File: config.mk
export PLATFORM = sky130hd
export DESIGN_NAME = irqgen_top
export DESIGN_NICKNAME = d
export VERILOG_FILES = /design/src/rtl/irqgen_pkg.sv /design/src/rtl/irqgen_arb.sv /design/src/rtl/irqgen_field.sv /design/src/rtl/irqgen_decode.sv /design/src/rtl/irqgen_top.sv
export SDC_FILE = /design/constraint.sdc
export NUM_CORES = 1
export LEC_CHECK = 0
export BUFFER_PORTS_ARGS = -buffer_cell sky130_fd_sc_hd__buf_2
export CORE_AREA = 2 2 39 41
export CTS_CLUSTER_SIZE = 30
export DETAILED_ROUTE_END_ITERATION = 7
export DIE_AREA = 0 0 41 43
export PLACE_DENSITY_LB_ADDON = 0.12
export SLEW_MARGIN = 20
export SYNTH_ARGS = -nofsm -noshare
export SYNTH_HDL_FRONTEND = slang
export SYNTH_SLANG_ARGS = --single-unit
File: constraint.sdc
create_clock -name clk -period 2.55 [get_ports clk]
set_clock_uncertainty 0.05 [all_clocks]
set_input_delay 0.51 -clock clk [delete_from_list [all_inputs] [get_ports clk]]
set_output_delay 0.51 -clock clk [all_outputs]
set_load 0.02 [all_outputs]
File: src/rtl/irqgen_pkg.sv
package irqgen_pkg;

    // Defaults shared by the generator and its checker
    localparam int unsigned DEF_LEVELS = 7;
    localparam int unsigned DEF_REG_W  = 8;

    // What happens to the level code in a given cycle
    typedef enum logic [1:0] {
        EV_IDLE  = 2'd0,
        EV_ACK   = 2'd1,
        EV_WRITE = 2'd2
    } irq_evt_e;

endpackage

File: src/rtl/irqgen_arb.sv
// Classifies the cycle's inputs into one event; a write outranks an acknowledge.
module irqgen_arb
    import irqgen_pkg::*;
(
    input  logic     wr_en,
    input  logic     ack_i,
    output irq_evt_e evt_o
);

    always_comb begin
        if (wr_en) begin
            evt_o = EV_WRITE;
        end else if (ack_i) begin
            evt_o = EV_ACK;
        end else begin
            evt_o = EV_IDLE;
        end
    end

endmodule

File: src/rtl/irqgen_field.sv
// Holds the level code and computes its next value.
module irqgen_field
    import irqgen_pkg::*;
#(
    parameter int unsigned CODE_W = 3
) (
    input  logic              clk,
    input  logic              rst_n,
    input  irq_evt_e          evt_i,
    input  logic [CODE_W-1:0] wr_code_i,
    output logic [CODE_W-1:0] code_q_o,
    output logic [CODE_W-1:0] code_d_o
);

    typedef struct packed {
        logic [CODE_W-1:0] code;
    } field_t;

    field_t st_d;
    field_t st_q;

    always_comb begin
        st_d = st_q;
        unique case (evt_i)
            EV_WRITE: st_d.code = wr_code_i;
            EV_ACK:   st_d.code = '0;
            default:  st_d.code = st_q.code;
        endcase
    end

    always_ff @(posedge clk or negedge rst_n) begin
        if (!rst_n) begin
            st_q <= '0;
        end else begin
            st_q <= st_d;
        end
    end

    assign code_q_o = st_q.code;
    assign code_d_o = st_d.code;

endmodule

File: src/rtl/irqgen_decode.sv
// Decodes the next level code into registered one-hot request lines.
module irqgen_decode #(
    parameter int unsigned LEVELS = 7,
    parameter int unsigned CODE_W = 3
) (
    input  logic              clk,
    input  logic              rst_n,
    input  logic [CODE_W-1:0] code_d_i,
    output logic [LEVELS-1:0] irq_o
);

    typedef struct packed {
        logic [LEVELS-1:0] lines;
    } dec_t;

    dec_t dec_d;
    dec_t dec_q;

    // One comparator per line; a code above LEVELS selects no line
    for (genvar g = 0; g < LEVELS; g++) begin : g_line
        assign dec_d.lines[g] = (code_d_i == CODE_W'(g + 1));
    end

    always_ff @(posedge clk or negedge rst_n) begin
        if (!rst_n) begin
            dec_q <= '0;
        end else begin
            dec_q <= dec_d;
        end
    end

    assign irq_o = dec_q.lines;

endmodule

File: src/rtl/irqgen_top.sv
module irqgen_top
    import irqgen_pkg::*;
#(
    parameter int unsigned LEVELS = DEF_LEVELS,
    parameter int unsigned REG_W  = DEF_REG_W
) (
    input  logic              clk,
    input  logic              rst_n,
    input  logic              wr_en,
    input  logic [REG_W-1:0]  wr_data,
    input  logic              ack_i,
    output logic [REG_W-1:0]  rd_data,
    output logic [LEVELS-1:0] irq_o
);

    localparam int unsigned CODE_W = $clog2(LEVELS + 1);

    irq_evt_e          evt;
    logic [CODE_W-1:0] code_q;
    logic [CODE_W-1:0] code_d;

    irqgen_arb u_arb (
        .wr_en (wr_en),
        .ack_i (ack_i),
        .evt_o (evt)
    );

    irqgen_field #(.CODE_W(CODE_W)) u_field (
        .clk       (clk),
        .rst_n     (rst_n),
        .evt_i     (evt),
        .wr_code_i (wr_data[CODE_W-1:0]),
        .code_q_o  (code_q),
        .code_d_o  (code_d)
    );

    irqgen_decode #(.LEVELS(LEVELS), .CODE_W(CODE_W)) u_dec (
        .clk      (clk),
        .rst_n    (rst_n),
        .code_d_i (code_d),
        .irq_o    (irq_o)
    );

    // Readback: the level code in the low bits, zeros above
    assign rd_data = {{(REG_W - CODE_W){1'b0}}, code_q};

endmodule

==> results.json <==
{
  "critPathKind": "reg -> out",
  "design.die.area_um2": 1760,
  "cp.arrival_ns": 0.88,
  "timing.final.crit_share_pct": 56.3,
  "rsz0062_at_grt": "false",
  "synth_top_area_cell": "dfrtp_1",
  "synth_area_leaders": "dfrtp_1 (50%), buf_4 (7.6%), or4b_1 (4.0%)",
  "vias": 380,
  "fin_setup_tns_ns": 0,
  "top_layer_used": "met3",
  "grt_pass1_vias": 331,
  "drcViolationCount": 0,
  "antenna_left": 0,
  "slowest_stage": "dfrtp_1",
  "die_y_um": 43,
  "avgSynthCellArea_um2": 11.8,
  "cts_buffer_depth": 2,
  "start_util_pct": 35.9,
  "crit_family": "flip-flops",
  "leakagePower_nw": 0.302,
  "synth_edf_count": 0,
  "endpoint_kind": "output port",
  "clkSinkCount": 10,
  "synthTopCellsByCount": "dfrtp_1 (10), buf_4 (5), nand2_1 (3)",
  "drive_above_1_share_pct": 38.3,
  "setup_viol": 0,
  "cp-start-kind": "flop",
  "grt-ovfl-total": 0,
  "dpl.cell_count": 72,
  "r2r_start": "u_field.code_q_o[1]$_DFF_PN0_",
  "period_needed_ns": 1.44,
  "total_power_mw": 0.369,
  "ctsHtreeMaxLevel": 1,
  "dr_wl_met2_um": 414,
  "antenna_found_initial": 0,
  "synthCells": 42,
  "place_hpwl_um": 680,
  "vdd_drop_max_mv": 0.271,
  "fin_nets": 73,
  "core_um2": 1380,
  "first_iter_violations": 4,
  "grt_pass1_wl_um": 1530,
  "rrSetupSlack_ns": 1.23,
  "ys.flop_type": "dfrtp_1",
  "cts_root_buffer": "clkbuf_4",
  "worstSetupStartpoint": "u_field.code_q_o[2]$_DFF_PN0_",
  "io_buffers": 16,
  "gp_congestion": 0.702,
  "synth_seq_cells": 10,
  "num_rows": 14,
  "path_cells": "buf_2",
  "ios": 27,
  "synthesis.area_um2": 497,
  "cts_resized": 0,
  "grt_max_degree": 18,
  "routed_via_density": 5.00,
  "synth-warning-count": 0,
  "syn_to_final_growth_pct": 21.9,
  "dr.pass1.iters": 4,
  "max_cap_viol_count": 0,
  "postCtsHoldBufs": 0,
  "met1_length_um": 376,
  "cts_tree": "yes",
  "wire_per_inst_um": 11.6,
  "clk_latency_ns": 0.26,
  "ys_seq_area_share_pct": 50.4,
  "fin_cells": 76,
  "synth_top_area_share_pct": 50.4,
  "cp.depth": 1,
  "async_flop_share_pct": 100,
  "wirelength_um": 884,
  "dr_wl_met3_um": 94,
  "slew_violations": 0,
  "cts_buffers": 3,
  "finalHoldViolCount": 0,
  "cp.required_ns": 1.99,
  "yosys.cell_types.count": 23,
  "slowest_delay_ns": 0.42,
  "cts_setup_buffers": 0,
  "rr_worst_depth": 2,
  "die_w_um": 41,
  "hold_path_class": "in -> async",
  "status": "finished clean",
  "critPathMaxFanout": 6,
  "path_buf_inv": 1,
  "n_antenna_cell": 0,
  "yosys.cell_count.top_type": "dfrtp_1",
  "cp-endpoint": "rd_data[2]",
  "r2r-end": "u_dec.irq_o[3]$_DFF_PN0_",
  "clk_pin_slew_ns": 0.07,
  "max_freq_ghz": 0.696,
  "grt.total_usage_pct": 13.7,
  "powerDensity_nw_per_um2": 609
}
-- worst min-delay path by stage --
stage,slack (ns),from,cells past startpoint,to
6_report,0.04,rst_n,1,u_dec.irq_o[0]$_DFF_PN0_
5_1_grt,0.04,rst_n,1,u_dec.irq_o[0]$_DFF_PN0_
4_1_cts,0.04,rst_n,1,u_dec.irq_o[0]$_DFF_PN0_
3_5_place_dp,0.33,rst_n,1,u_dec.irq_o[0]$_DFF_PN0_
3_3_place_gp,0.33,rst_n,1,u_dec.irq_o[1]$_DFF_PN0_
2_1_floorplan,0.16,rst_n,0,u_dec.irq_o[0]$_DFF_PN0_
-- state kept, by name, indices dropped and copies added (netlist names) --
name	flops
u_dec.irq_o	7
u_field.code_q_o	3
-- cell usage in the layout, fill, tap and decap left out --
master     count
nand3b_1       2
buf_2         16
or3b_1         1
nor3b_1        2
or4b_1         2
nand2b_1       1
dfrtp_1       10
o21ai_1        1
a211oi_2       1
a22oi_1        2
o21ai_0        1
nand3_1        1
and2_1         1
or2_1          1
clkbuf_4       3
conb_1         5
a221oi_1       1
nand4bb_1      1
or4b_4         1
nand2_1        3
a221oi_2       1
clkbuf_8       1
a2bb2oi_1      1
or4bb_1        1
-- logic make-up (layout without fill, tap and decap cells) --
kind of cell,after synthesis,in the layout,synth area share (%)
buf+inv,6,20,8.56
flops,10,10,50.4
other cells,1,5,0.755
compound gates,8,8,14.1
simple gates,17,17,26.2
-- where the power goes --
group	internal, mW	switching [mW]	total, mW
Sequential	0.166	0.00498	0.171
Clock	0.0866	0.0539	0.141
Combinational	0.0194	0.0371	0.0566
Total	0.273	0.0960	0.369
-- stage by stage --
| step | cell area (um2) | setup slack, ns | hold slack [ns] | utilization (%) |
|---|---|---|---|---|
| 6_report | 606 | 1.11 | 0.0429 | 43.8 |
| 5_1_grt | 606 | 1.06 | 0.0350 | 43.8 |
| 4_1_cts | 606 | 1.11 | 0.0414 | 43.8 |
| 3_5_place_dp | 569 | 0.907 | 0.330 | 41.1 |
| 3_3_place_gp | 569 | 0.911 | 0.331 | 41.1 |
| 2_1_floorplan | 512 | 1.17 | 0.164 | - |
-- final cells by class --
type	instances	area, um2
timing repair buffer	16	80.1
sequential	10	250
clock buffer	4	36.3
tap	16	20.0
multi-input combinational	30	219
fill	139	778
-- routing by layer --
layer / up-vias / GRT usage, %
li1: 184 / -
met1: 177 / 16.7
met2: 19 / 17.8
met3: 0 / 8.38
met4: 0 / 8.00
met5: - / 0
(Power assumes the default switching activity.)
